===== src/rtl/rxr_pkg.sv =====
package rxr_pkg;

    typedef enum logic [2:0] {
        S_ARM    = 3'd0,
        S_IDLE   = 3'd1,
        S_FILL   = 3'd2,
        S_COMMIT = 3'd3,
        S_DROP   = 3'd4
    } rxr_state_e;

    // Header written while a frame is still being copied
    localparam logic [31:0] HDR_PENDING = 32'hFFF0_0000;
    // Status half of a completed header: receive-OK in bit 0
    localparam logic [15:0] STAT_OK     = 16'h0001;
    // Host pointer lags the real consume position by this many bytes
    localparam logic [15:0] RD_BIAS     = 16'd16;

endpackage


===== src/rtl/rxr_rdptr.sv =====
module rxr_rdptr
    import rxr_pkg::*;
#(
    parameter int RING_LOG2 = 8
) (
    input  logic                 clk,
    input  logic                 rst_n,
    input  logic                 host_we,
    input  logic [15:0]          host_wdata,
    input  logic [RING_LOG2-3:0] commit_word,
    output logic [15:0]          host_q,
    output logic [RING_LOG2-3:0] rd_word,
    output logic                 empty
);
    localparam int WW = RING_LOG2 - 2;
    localparam logic [WW-1:0] BIAS_WORDS = WW'(RD_BIAS >> 2);
    localparam logic [15:0]   RD_RESET   = 16'h0000 - RD_BIAS;

    always_ff @(posedge clk) begin
        if (!rst_n)       host_q <= RD_RESET;
        else if (host_we) host_q <= host_wdata;
    end

    // True read word = biased register plus the bias, wrapped to the ring
    assign rd_word = host_q[RING_LOG2-1:2] + BIAS_WORDS;
    assign empty   = (rd_word == commit_word);

endmodule


===== src/rtl/rxr_lane_pack.sv =====
module rxr_lane_pack (
    input  logic        clk,
    input  logic        rst_n,
    input  logic        clr,
    input  logic        push,
    input  logic        flush,
    input  logic [7:0]  din,
    output logic [1:0]  lane,
    output logic [31:0] word,
    output logic [3:0]  be
);
    logic [1:0] lane_q;

    always_ff @(posedge clk) begin
        if (!rst_n || clr) lane_q <= 2'd0;
        else if (push)     lane_q <= flush ? 2'd0 : lane_q + 2'd1;
    end

    for (genvar b = 0; b < 4; b++) begin : g_lane
        if (b < 3) begin : g_store
            logic [7:0] hold_q;
            always_ff @(posedge clk) begin
                if (!rst_n)                         hold_q <= 8'h00;
                else if (push && lane_q == 2'(b))   hold_q <= din;
            end
            assign word[8*b +: 8] = (lane_q > 2'(b))  ? hold_q :
                                    (lane_q == 2'(b)) ? din : 8'h00;
        end else begin : g_top
            assign word[8*b +: 8] = (lane_q == 2'(b)) ? din : 8'h00;
        end
        assign be[b] = (lane_q >= 2'(b));
    end

    assign lane = lane_q;

endmodule


===== src/rtl/rx_ring_writer.sv =====
module rx_ring_writer
    import rxr_pkg::*;
#(
    parameter int RING_LOG2 = 8,
    parameter int CNT_W     = 16
) (
    input  logic                 clk,
    input  logic                 rst_n,
    input  logic                 in_valid,
    input  logic [7:0]           in_data,
    input  logic                 in_last,
    input  logic                 in_err,
    output logic                 mem_we,
    output logic [RING_LOG2-3:0] mem_addr,
    output logic [3:0]           mem_be,
    output logic [31:0]          mem_wdata,
    input  logic                 host_rd_we,
    input  logic [15:0]          host_rd_wdata,
    output logic [15:0]          host_rd,
    output logic [15:0]          wr_ptr,
    output logic                 rx_empty,
    output logic [CNT_W-1:0]     missed
);
    localparam int WW = RING_LOG2 - 2;

    rxr_state_e    state_q, state_d;
    logic [WW-1:0] commit_q, wa_q, wa_inc, rd_word;
    logic [15:0]   len_q;
    logic [CNT_W-1:0] missed_q;
    logic [1:0]    lane;
    logic [31:0]   pack_word;
    logic [3:0]    pack_be;
    logic          take, word_done, bad_end, near_rd, overrun;

    assign take      = in_valid && (state_q == S_IDLE || state_q == S_FILL);
    assign word_done = take && (lane == 2'd3 || in_last);
    assign bad_end   = take && in_last && in_err;
    assign wa_inc    = wa_q + 1'b1;
    // One-word guard keeps a full ring distinguishable from an empty one
    assign near_rd   = (wa_q == rd_word) || (wa_inc == rd_word);
    assign overrun   = word_done && !bad_end && near_rd;

    rxr_rdptr #(.RING_LOG2(RING_LOG2)) u_rdptr (
        .clk         (clk),
        .rst_n       (rst_n),
        .host_we     (host_rd_we),
        .host_wdata  (host_rd_wdata),
        .commit_word (commit_q),
        .host_q      (host_rd),
        .rd_word     (rd_word),
        .empty       (rx_empty)
    );

    rxr_lane_pack u_pack (
        .clk   (clk),
        .rst_n (rst_n),
        .clr   (state_q == S_ARM),
        .push  (take),
        .flush (word_done),
        .din   (in_data),
        .lane  (lane),
        .word  (pack_word),
        .be    (pack_be)
    );

    always_ff @(posedge clk) begin
        if (!rst_n) state_q <= S_ARM;
        else        state_q <= state_d;
    end

    always_comb begin
        state_d = state_q;
        unique case (state_q)
            S_ARM:    state_d = S_IDLE;
            S_IDLE, S_FILL: begin
                if (take) begin
                    if (bad_end)                  state_d = S_ARM;
                    else if (overrun)             state_d = in_last ? S_ARM : S_DROP;
                    else if (word_done && in_last) state_d = S_COMMIT;
                    else                          state_d = S_FILL;
                end
            end
            S_COMMIT: state_d = S_ARM;
            S_DROP:   if (in_valid && in_last) state_d = S_ARM;
            default:  state_d = S_ARM;
        endcase
    end

    always_ff @(posedge clk) begin
        if (!rst_n) begin
            commit_q  <= '0;
            wa_q      <= '0;
            len_q     <= '0;
            missed_q  <= '0;
            mem_we    <= 1'b0;
            mem_addr  <= '0;
            mem_be    <= 4'h0;
            mem_wdata <= '0;
        end else begin
            mem_we <= 1'b0;
            unique case (state_q)
                S_ARM: begin
                    mem_we    <= 1'b1;
                    mem_addr  <= commit_q;
                    mem_be    <= 4'hF;
                    mem_wdata <= HDR_PENDING;
                    wa_q      <= commit_q + 1'b1;
                    len_q     <= '0;
                end
                S_IDLE, S_FILL: begin
                    if (take && !bad_end) begin
                        len_q <= len_q + 1'b1;
                        if (overrun) begin
                            missed_q <= missed_q + 1'b1;
                        end else if (word_done) begin
                            mem_we    <= 1'b1;
                            mem_addr  <= wa_q;
                            mem_be    <= pack_be;
                            mem_wdata <= pack_word;
                            wa_q      <= wa_inc;
                        end
                    end
                end
                S_COMMIT: begin
                    mem_we    <= 1'b1;
                    mem_addr  <= commit_q;
                    mem_be    <= 4'hF;
                    mem_wdata <= {len_q, STAT_OK};
                    commit_q  <= wa_q;
                end
                default: ;
            endcase
        end
    end

    assign wr_ptr = 16'({commit_q, 2'b00});
    assign missed = missed_q;

endmodule


===== config.mk =====
export PLATFORM = sky130hd
export DESIGN_NAME = rx_ring_writer
export DESIGN_NICKNAME = d
export VERILOG_FILES = /design/src/rtl/rxr_pkg.sv /design/src/rtl/rxr_rdptr.sv /design/src/rtl/rxr_lane_pack.sv /design/src/rtl/rx_ring_writer.sv
export SDC_FILE = /design/constraint.sdc
export NUM_CORES = 1
export LEC_CHECK = 0
export BUFFER_PORTS_ARGS = -buffer_cell sky130_fd_sc_hd__buf_2
export CORE_UTILIZATION = 56
export DETAILED_ROUTE_END_ITERATION = 8
export PLACE_DENSITY_LB_ADDON = 0.1
export REMOVE_ABC_BUFFERS = 1
export SETUP_SLACK_MARGIN = 0.02
export SLEW_MARGIN = 15
export SYNTH_ARGS = -nofsm -noshare
export SYNTH_HDL_FRONTEND = slang
export SYNTH_SLANG_ARGS = --single-unit

===== constraint.sdc =====
create_clock -name clk -period 3.4 [get_ports clk]
set_clock_uncertainty 0.2 [all_clocks]
set_input_delay 0.51 -clock clk [delete_from_list [all_inputs] [get_ports clk]]
set_output_delay 0.51 -clock clk [all_outputs]
set_load 0.01 [all_outputs]

==> flow_metrics.tcl <==
set metrics [dict create \
    outcome "complete, no violations" \
    crit_required_ps 3430 \
    dp_hpwl_um 11350 \
    hold_viol 0 \
    finalNonFillerCells 1012 \
    routedWlPerCell_um 16.68 \
    maxCapViolCount 0 \
    synthDistinctLibCells 54 \
    grt-ovfl-total 0 \
    remaining_drc_errors 0 \
    cts.sinks 132 \
    ctsRootBufferMaster "clkbuf_16" \
    utilization_pct 69.59 \
    ff_latch_area_sq_um 2643 \
    multi_input_area_sq_um 3476 \
    leakage_nw 3.248 \
    viasPerCell 5.942 \
    end_kind "flop" \
    floorplan.die_area_sq_um 11910 \
    fin_crit_ps 3170 \
    synth_seq_cells 132 \
    numCtsBuffers 17 \
    gp_congestion 0.8362 \
    path_clk_slew_ps 60 \
    nets 899 \
    synth_area_sq_um 6430 \
    yosysTopAreaCell "dfxtp_1" \
    slew_headroom_pct 28.23 \
    insertion_delay_ps 420 \
    grt_antenna_before_repair 0 \
    fp-row-count 38 \
    max_clock_freq_ghz 0.3154 \
    ioPinCount 122 \
    syn2layout_area_growth_pct 19.38 \
    synth_ff_type "dfxtp_1" \
    irDropWorstVdd_mv 0.5126 \
    clk_path_buf_depth 2 \
    coreArea_sq_um 11030 \
    setup_slack_ps 229.6 \
    hp-class "in -> reg" \
    critPathMaxFanout 14 \
    drt_wl_total_um 16880 \
    grt_pass1_wl_um 27160 \
    rsz0062_at_grt "false" \
    crit_type "reg -> reg" \
    ctsResizeCount 0 \
    fin_crit_sh_pct 93.25 \
    vias 6013 \
    finalSetupTns_ps 0 \
    num_antenna_cells 0 \
    initial_core_util_pct 58.29 \
    synth_top_cells_by_count "dfxtp_1, nand2_1, a21oi_1, nor2_1, o21ai_0" \
    post_cts_buffers 0 \
    die_w_um 109.2 \
    yosysMostFrequentCell "dfxtp_1" \
    synth.top_cells.by_area "dfxtp_1, mux2i_1, a21oi_1" \
    grt_usage_pct 29.53 \
    cts_tree "done" \
    drt-initial-drc-count 385 \
    drive_above_1_share_pct 21.44 \
    postSynth.asyncResetShare_pct 0 \
    synth_cells 763 \
    port_buffers 111 \
    synth_area_per_cell_sq_um 8.427 \
    arrival_ps 3200 \
    route.antenna.remaining_nets 0 \
    dr.pass1.iters 5 \
    die_h_um 109.2 \
    hold_buffers 0 \
    nFillCells 895 \
    dp.cells 981 \
    pre_cts_slack_ps 217.3 \
    power_mw 5.504 \
    synth_top_area_share_pct 41.10 \
    worstMarginPinSlew_ps 1073 \
    drv_slew 0 \
    p_per_area_nw_per_um2 717.0 \
    yosys_warnings 0 \
    grt_pass1_vias 5752 \
    grt_max_degree 51 \
    yosysSeqAreaShare_pct 41.10 \
    start_kind "flop" \
    synth_edf_count 0 \
    setup_violations 0 \
    h-tree-depth 4 \
]
## sequential cells by signal, indices dropped and copies added, names as in the netlist
signal / cells
mem_wdata: 32
u_pack.g_lane.g_store.hold_q: 24
len_q: 16
missed: 16
u_rdptr.host_q: 16
commit_q: 6
mem_addr: 6
wa_q: 6
mem_be: 4
state_q: 3
u_pack.lane: 2
mem_we: 1
## path summary, 6_finish.rpt
kind,endpoint,start,slack [ps],depth (start not counted)
worst max-delay path,mem_addr[2],u_rdptr.host_q[4],230,7
worst min-delay path,u_rdptr.host_q[14],host_rd_wdata[14],110,3
worst max register to register,mem_addr[2],u_rdptr.host_q[4],230,7
worst min register to register,mem_wdata[7],mem_wdata[7],270,2
## cell families (layout without fill, tap and decap cells)
family	Yosys count	count (layout)	synth area share [%]
XOR/XNOR	40	40	5.565
other	1	10	0.05832
AND/OR/NAND/NOR	263	263	19.54
multiplexers	55	55	8.718
AO/OA/AOI/OAI	181	181	17.22
flip-flops	132	132	41.10
buffers and inverters	79	179	5.585
adder cells (fa/ha/maj)	12	12	2.218
## metal layers
metal,up-vias,wire length [um],GRT usage [%]
met3,28,1054,7.113
met4,0,260,11.39
met2,221,8077,49.87
met1,2878,7485,36.09
met5,-,0,0
li1,2886,-,-
## layout by cell type (no fill, tap or decap), types with 9 or more instances in the layout
cell / n
xor2_1: 23
nand2_1: 95
nor2_1: 65
a211oi_1: 9
clkbuf_16: 17
inv_1: 12
mux2i_1: 47
xnor2_1: 16
o21ai_0: 50
buf_2: 111
ha_1: 9
or4_1: 11
nand3_1: 25
buf_4: 23
dfxtp_1: 132
conb_1: 10
a21oi_1: 76
nand4_1: 22
## final cells by class
| type | instances | share of cell area [%] |
|---|---|---|
| clock inverter | 10 | 1.369 |
| inverter | 13 | 0.6357 |
| timing repair buffer | 135 | 9.747 |
| tap | 140 | 2.282 |
| sequential | 132 | 34.43 |
| clock buffer | 21 | 6.259 |
| multi-input combinational | 561 | 45.28 |
## critical path: stages, from the launching register on
cell and delay, ps:
dfxtp_1 440, ha_1 200, xor2_1 240, xnor2_1 200, xnor2_1 210, a311o_2 430, nor2_1 810, a311oi_1 240
## report_power, final
| group | switching, mW | internal, mW |
|---|---|---|
| Combinational | 1.12 | 0.654 |
| Sequential | 0.160 | 1.76 |
| Clock | 0.668 | 1.14 |
| Total | 1.95 | 3.55 |
## stage by stage
stage	hold slack (ps)	cell area, sq um
after global placement	245.7	7091
after floorplan	259.3	6153
after detailed placement	254.5	7091
final	107.0	7676
after CTS	94.60	7676
after global routing	106.6	7676
Note: power is estimated with default switching activity, not from simulation.
